==> src/rtl/hilo_mac.sv <==
module hilo_mac #(
  parameter int W    = 32,
  parameter int STEP = 8
) (
  input  logic         clk,
  input  logic         rst_n,
  input  logic         op_valid,
  input  logic [2:0]   op_code,
  input  logic [W-1:0] op_a,
  input  logic [W-1:0] op_b,
  output logic         busy,
  output logic         done,
  output logic [W-1:0] rd_result,
  input  logic         hi_we,
  input  logic [W-1:0] hi_wdata,
  input  logic         lo_we,
  input  logic [W-1:0] lo_wdata,
  output logic [W-1:0] hi_rdata,
  output logic [W-1:0] lo_rdata
);
  localparam int NSTEP = W / STEP;
  localparam int CW    = $clog2(NSTEP + 1);
  localparam int AW    = 2 * W;
  localparam logic [2:0] OP_MAC  = 3'd0;
  localparam logic [2:0] OP_MACU = 3'd1;
  localparam logic [2:0] OP_MSB  = 3'd2;
  localparam logic [2:0] OP_MSBU = 3'd3;
  localparam logic [2:0] OP_MUL  = 3'd4;

  logic [W-1:0]  hi_q, lo_q, rd_q, mplier_q;
  logic [AW-1:0] mcand_q, prod_q;
  logic [CW-1:0] cnt_q;
  logic [2:0]    op_q;
  logic          busy_q, done_q, neg_q;

  logic          accept, is_signed, a_neg, b_neg, is_sub;
  logic [W-1:0]  a_mag, b_mag;
  logic [AW-1:0] prod_nxt, prod_fin, acc_nxt;

  assign accept    = op_valid && !busy_q && (op_code <= OP_MUL);
  assign is_signed = (op_code == OP_MAC) || (op_code == OP_MSB) || (op_code == OP_MUL);
  assign a_neg     = is_signed && op_a[W-1];
  assign b_neg     = is_signed && op_b[W-1];
  assign a_mag     = a_neg ? -op_a : op_a;
  assign b_mag     = b_neg ? -op_b : op_b;

  assign prod_nxt  = prod_q + mcand_q * {{(AW-STEP){1'b0}}, mplier_q[STEP-1:0]};
  assign prod_fin  = neg_q ? -prod_nxt : prod_nxt;
  assign is_sub    = (op_q == OP_MSB) || (op_q == OP_MSBU);
  assign acc_nxt   = is_sub ? ({hi_q, lo_q} - prod_fin) : ({hi_q, lo_q} + prod_fin);

  always_ff @(posedge clk or negedge rst_n) begin
    if (!rst_n) begin
      hi_q     <= '0;
      lo_q     <= '0;
      rd_q     <= '0;
      mplier_q <= '0;
      mcand_q  <= '0;
      prod_q   <= '0;
      cnt_q    <= '0;
      op_q     <= OP_MAC;
      busy_q   <= 1'b0;
      done_q   <= 1'b0;
      neg_q    <= 1'b0;
    end else begin
      done_q <= 1'b0;
      if (accept) begin
        op_q     <= op_code;
        neg_q    <= a_neg ^ b_neg;
        mcand_q  <= {{W{1'b0}}, a_mag};
        mplier_q <= b_mag;
        prod_q   <= '0;
        cnt_q    <= CW'(NSTEP);
        busy_q   <= 1'b1;
      end
      if (busy_q) begin
        prod_q   <= prod_nxt;
        mcand_q  <= mcand_q << STEP;
        mplier_q <= mplier_q >> STEP;
        cnt_q    <= cnt_q - CW'(1);
        if (cnt_q == CW'(1)) begin
          busy_q <= 1'b0;
          done_q <= 1'b1;
          if (op_q == OP_MUL) rd_q <= prod_fin[W-1:0];
          else {hi_q, lo_q} <= acc_nxt;
        end
      end else begin
        if (hi_we) hi_q <= hi_wdata;
        if (lo_we) lo_q <= lo_wdata;
      end
    end
  end

  assign busy      = busy_q;
  assign done      = done_q;
  assign rd_result = rd_q;
  assign hi_rdata  = hi_q;
  assign lo_rdata  = lo_q;
endmodule

==> config.mk <==
export PLATFORM = sky130hd
export DESIGN_NAME = hilo_mac
export DESIGN_NICKNAME = d
export VERILOG_FILES = /design/src/rtl/hilo_mac.sv
export SDC_FILE = /design/constraint.sdc
export NUM_CORES = 2
export LEC_CHECK = 0
export BUFFER_PORTS_ARGS = -buffer_cell sky130_fd_sc_hd__buf_2
export CORE_MARGIN = 3
export CORE_UTILIZATION = 50
export CTS_CLUSTER_DIAMETER = 30
export CTS_CLUSTER_SIZE = 12
export DETAILED_ROUTE_END_ITERATION = 7
export HOLD_SLACK_MARGIN = 0.1
export PLACE_DENSITY = 0.76
export SYNTH_ARGS = -nofsm -noshare
export SYNTH_HDL_FRONTEND = slang
export SYNTH_SLANG_ARGS = --single-unit
==> constraint.sdc <==
create_clock -name clk -period 26.8 [get_ports clk]
set_clock_uncertainty 0.15 [all_clocks]
set_input_delay 1.34 -clock clk [delete_from_list [all_inputs] [get_ports clk]]
set_output_delay 1.34 -clock clk [all_outputs]
set_load 0.005 [all_outputs]
Word level (Yosys, flattened, before mapping)

Cells that the tools add are included.

Multiplexer cells: 25
Add/sub/neg operators: 7
Reduce and logical (&&, ||, !) cells: 15
Bitwise gates (word level): 1
Order comparisons: 1
Multipliers: 1
Eq/ne operators: 8

Operators by type and width:

| kind                  | count |
|---|---|
| $mux W32              | 12 |
| $mux W64              | 6 |
| $add A64 B64 Y64      | 2 |
| $mul A64 B8 Y64       | 1 |
| $neg A32 Y32          | 2 |
| $neg A64 Y64          | 1 |
| $sub A64 B64 Y64      | 1 |
| $eq A3 B2 Y1 const B  | 3 |
| $reduce_and A3 Y1     | 3 |
| $eq A3 B3 Y1 const B  | 2 |
| $mux W3               | 2 |
| $reduce_bool A2 Y1    | 3 |
| $mux W1               | 5 |
| $logic_and A1 B1 Y1   | 4 |
| $eq A3 B1 Y1 const B  | 1 |
| $le A3 B3 Y1 const B  | 1 |
| $logic_not A3 Y1      | 1 |
| $logic_or A1 B1 Y1    | 3 |
| $sub A3 B1 Y3 const B | 1 |
| $ne A2 B1 Y1 const B  | 1 |
| $ne A2 B2 Y1 const B  | 1 |
| $logic_not A1 Y1      | 1 |
| $xor A1 B1 Y1         | 1 |

Output and inout bits: 98
Word-level logic and storage cells: 69
Register bits after elaboration: 265
Input bits: 136

Logic depth before layout (Yosys ltp)

Depth after elaboration: 9
Depth in mapped cells: 47
Gate-level depth less buffers: 42

Worst setup path after synthesis

No wires, ideal clock.

Path type: register to register
Start point: register mplier_q[0]
End point: register hi_q[31] (netlist: hi_rdata[31])
Buffers on the path: 2
Arrival: 10.394 ns
Setup time: 0.077 ns
Slack: 16.179 ns
Stages on the path, launching flop included: 42
Clock period less this slack: 10.621 ns
Data required time: 26.573 ns
Path through: dfrtp_1 -> clkbuf_1 -> clkbuf_1 -> nand2_1 -> fa_1 -> inv_1 -> ha_1 -> ha_1 -> inv_1 -> fa_1 -> inv_1 -> ha_1 -> fa_1 -> or4_1 -> or3_1 -> or3_1 -> or4_4 -> nor3_2 -> [6 not listed] -> ha_1 -> and3_1 -> and3_1 -> nand3_1 -> a211oi_1 -> nor4b_1 -> o31a_1 -> o311a_1 -> o41ai_1 -> a21oi_1 -> o31ai_1 -> a21bo_2 -> a221oi_1 -> xor2_1 -> xnor3_1 -> xnor2_1 -> nand2_1 -> a21oi_1

Word-level cells in the longest chain between the ends: 9
Elaborated cells on any way between the ends: 10
Classes of those cells: 4 x add/sub; 1 x mul; 5 x mux

RTL lines:

| item                                                        | line | source |
|---|---|---|
| start: declaration                                          | 30   | `logic [W-1:0] hi_q, lo_q, rd_q, mplier_q;` |
| start signal: assignment                                    | 71   | `mplier_q <= b_mag;` |
| start signal: assignment                                    | 79   | `mplier_q <= mplier_q >> STEP;` |
| $mul A64 B8 Y64 (*)                                         | 47   | `assign prod_nxt = prod_q + mcand_q * {{(AW-STEP){1'b0}}, mplier_q[STEP-1:0]};` |
| $add A64 B64 Y64 (*)                                        | 47   |  |
| $neg A64 Y64                                                | 48   | `assign prod_fin = neg_q ? -prod_nxt : prod_nxt;` |
| $mux W64 (*)                                                | 48   |  |
| $add A64 B64 Y64 / $sub A64 B64 Y64 (equally long branches) | 50   | `assign acc_nxt = is_sub ? ({hi_q, lo_q} - prod_fin) : ({hi_q, lo_q} + prod_fin);` |
| $mux W64 (*)                                                | 50   |  |
| $mux W32 (*)                                                | 84   | `if (op_q == OP_MUL) rd_q <= prod_fin[W-1:0];` |
| $mux W32 (*)                                                | 81   | `if (cnt_q == CW'(1)) begin` |
| $mux W32 (*)                                                | 76   | `if (busy_q) begin` |
| end signal: assignment                                      | 85   | `else {hi_q, lo_q} <= acc_nxt;` |
| end signal: assignment                                      | 88   | `if (hi_we) hi_q <= hi_wdata;` |
| end: declaration                                            | 30   |  |

Every way passes the cells marked *; elsewhere a longest branch is shown, timed or not. The select of a mux whose other input is x is not followed.
A chain may end at the register's enable or synchronous reset.

Final worst setup path

Same ends and word-level chain as after synthesis.

==> impl_metrics.ini <==
[run_status]
status = finished, final reports clean

[clock_network]
post_cts_resize_count = 0
cts.clk_slew.worst_paths_ps = 50
post_cts_hold_buffer_count = 0
post-cts-setup-buffers = 0
cts_made_buffers = 77
clock_sink_count = 265
cts_tree = built
clock_latency_ps = 630
clock_tree.htree_level_count = 3
max-clock-path-buffers = 3
cts-root-buf = sky130_fd_sc_hd__clkbuf_16

[layout]
layout.cells.non_filler = 5379
n_antenna_cell = 0
area_grow_syn2layout_pct = 11.84
multi_input_comb_area_mm2 = 0.02641
fill_count = 6299
layout.area.seq_mm2 = 0.006639
final_design_area_no_fill_mm2 = 0.04017
layout-drive-gt1-share_pct = 10.93
finish.net_count = 5065

[drt]
via_count = 31030
routed_via_density = 5.769
drt-initial-drc-count = 2096
finalWirelength_um = 101500
first_pass_iters = 6
routed_wire_length_per_instance_um = 18.87
route.detailed.drc = 0
antenna_left = 0

[grt]
global_route_wire_length_before_repair_um = 164300
antenna_found_initial = 0
gr-total-overflow = 0
grt_pass1_vias = 31620
grt_util_all_layers_pct = 27.16
grt_start_max_net_pins = 169

[logic_synthesis]
synth_warnings = 0
synthFlopType = sky130_fd_sc_hd__dfrtp_1
ys_seq_area_share_pct = 18.46
synthTopCellsByCount = sky130_fd_sc_hd__nand2_1 (600), sky130_fd_sc_hd__inv_1 (497), sky130_fd_sc_hd__fa_1 (411), sky130_fd_sc_hd__and2_1 (283), sky130_fd_sc_hd__dfrtp_1 (265)
yosysTopAreaCellShare_pct = 22.91
postSynthRegisterBits = 265
async_reset_ff_share_pct = 100.0
synth_cell_type_count = 97
yosys.area.top_type = sky130_fd_sc_hd__fa_1
post-synth-top-count-cell = sky130_fd_sc_hd__nand2_1
syn_nets = 4989
synthesis.instances = 4300
post_synth.cell_area_avg_um2 = 8.352
synthesis.area_mm2 = 0.03592
synthTopCellsByArea = sky130_fd_sc_hd__fa_1 (23%), sky130_fd_sc_hd__dfrtp_1 (18%), sky130_fd_sc_hd__nand2_1 (6.3%)
count_of_flip_flops_with_a_built_in_enable_after_synthesis = 0

[setup_path]
worstPathMaxFanout = 65
worst-endpoint-required_ps = 27180
critical_path_launch_point_type = flip-flop
critPathKind = reg2reg
worst_path_arrival_time_ps = 12510
critical_path.slowest_cell = sky130_fd_sc_hd__or4_1
end_kind = flip-flop
timing.critical_path.slowest_cell_delay_ps = 640

[die]
rows = 97
die_x_um = 274.0
start_util_pct = 50.85
pin_count = 234
core_mm2 = 0.07064
fp.dieArea_mm2 = 0.07508
floorplan.die.height_um = 274.0

[placed_design]
number_of_input_and_output_port_buffers_inserted = 233
place.gp.congestion = 0.9317
dp.cells = 5237
placement.cell_area_mm2 = 0.03751
total_half_perimeter_wirelength_after_legalization_and_detailed_placement_um = 76720

[timing]
slew_violations = 0
fmax_mhz = 82.49
rsz_0062_raised_after_global_routing = no
maxSlewHeadroom_pct = 27.57
tightest_slew_ps = 1059
finalHoldWorstSlack_ps = 326.6
finalCritPeriodShare_pct = 45.23
final-hold-violation-count = 0
setup_tns_ps = 0
fin_crit_ps = 12120
setup_viol_count_final = 0

[min_path]
worst_hold_path_type = reg2reg

[job]
max_cap_violations = 0
[flip-flops by register name (all words and copies together) (netlist names)]
| signal | cells |
|---|---|
| busy | 1 |
| done | 1 |
| neg_q | 1 |
| hi_rdata | 32 |
| lo_rdata | 32 |
| prod_q | 64 |
| cnt_q | 3 |
| op_q | 3 |
| mcand_q | 64 |
| mplier_q | 32 |
| rd_result | 32 |
[cell families (layout without fill, tap and decap cells)]
group	after synthesis	after routing	share of synthesized area [%]
and+or+nand+nor	1411	1411	19.55
AOI/OAI and AO/OA	957	957	17.19
buffers and inverters	764	903	8.089
adders and majority gates	553	553	27.86
xor gates and xnor gates	286	286	7.013
DFF	265	265	18.46
muxes	64	64	1.843
[metrics by stage]
| stage | utilization, % | setup WS (ps) |
|---|---|---|
| global route | 56.87 | 13730 |
| global placement | 53.11 | 14920 |
| floorplan | - | 16180 |
| CTS | 56.87 | 14700 |
| detailed placement | 53.11 | 14790 |
| finish | 56.87 | 14680 |
[metal layers]
layer | global-route usage (%) | part of all wire, % | up-vias
met5 | 0 | 0 | -
met4 | 13.51 | 5.0 | 0
met3 | 3.421 | 4.6 | 278
met2 | 48.14 | 51 | 947
met1 | 32.45 | 39 | 15370
li1 | - | - | 14440
[critical path: cells and delay by family (launching register included)]
family / cells / cell delay, ps
adders and majority gates: 6 / 2830
muxes: 1 / 300
buffers and inverters: 4 / 760
and+or+nand+nor: 12 / 2570
xor gates and xnor gates: 5 / 950
AOI/OAI and AO/OA: 12 / 4110
DFF: 1 / 330
[path summary, 6_finish.rpt]
path / startpoint / endpoint / slack, ps / cells after the start
setup / recovery: mplier_q[0] / hi_rdata[31] / 14680 / 40
hold / removal: rd_result[14] / rd_result[14] / 330 / 2
setup reg to reg: mplier_q[0] / hi_rdata[31] / 14680 / 40
hold reg to reg: rd_result[14] / rd_result[14] / 330 / 2
max in group asynchronous: rst_n / mplier_q[0] / 24440 / 2
min in group asynchronous: rst_n / lo_rdata[7] / 530 / 1
[cells in the final DEF (no fill, tap or decap), types with 47 or more instances in the layout]
cell,instances
sky130_fd_sc_hd__xor2_1,121
sky130_fd_sc_hd__nand3_1,58
sky130_fd_sc_hd__inv_1,496
sky130_fd_sc_hd__o21ai_0,264
sky130_fd_sc_hd__ha_1,142
sky130_fd_sc_hd__xnor2_1,164
sky130_fd_sc_hd__nor2_1,170
sky130_fd_sc_hd__buf_2,232
sky130_fd_sc_hd__a21oi_1,211
sky130_fd_sc_hd__fa_1,411
sky130_fd_sc_hd__nor3_1,57
sky130_fd_sc_hd__mux2i_1,47
sky130_fd_sc_hd__a21o_1,94
sky130_fd_sc_hd__nand2_1,598
sky130_fd_sc_hd__o31ai_1,89
sky130_fd_sc_hd__clkbuf_16,77
sky130_fd_sc_hd__and2_1,282
sky130_fd_sc_hd__dfrtp_1,261
[final cells by class]
class,count,share of cell area (%)
multi-input combinational,3271,65.76
sequential,265,16.53
clock buffer,91,5.127
inverter,498,4.654
timing repair buffer,263,3.520
tap,940,2.928
clock inverter,51,1.483
Power is left out: the tool's default activity adds up to more than one toggle a clock period on the data nets, which glitch-free logic cannot reach.
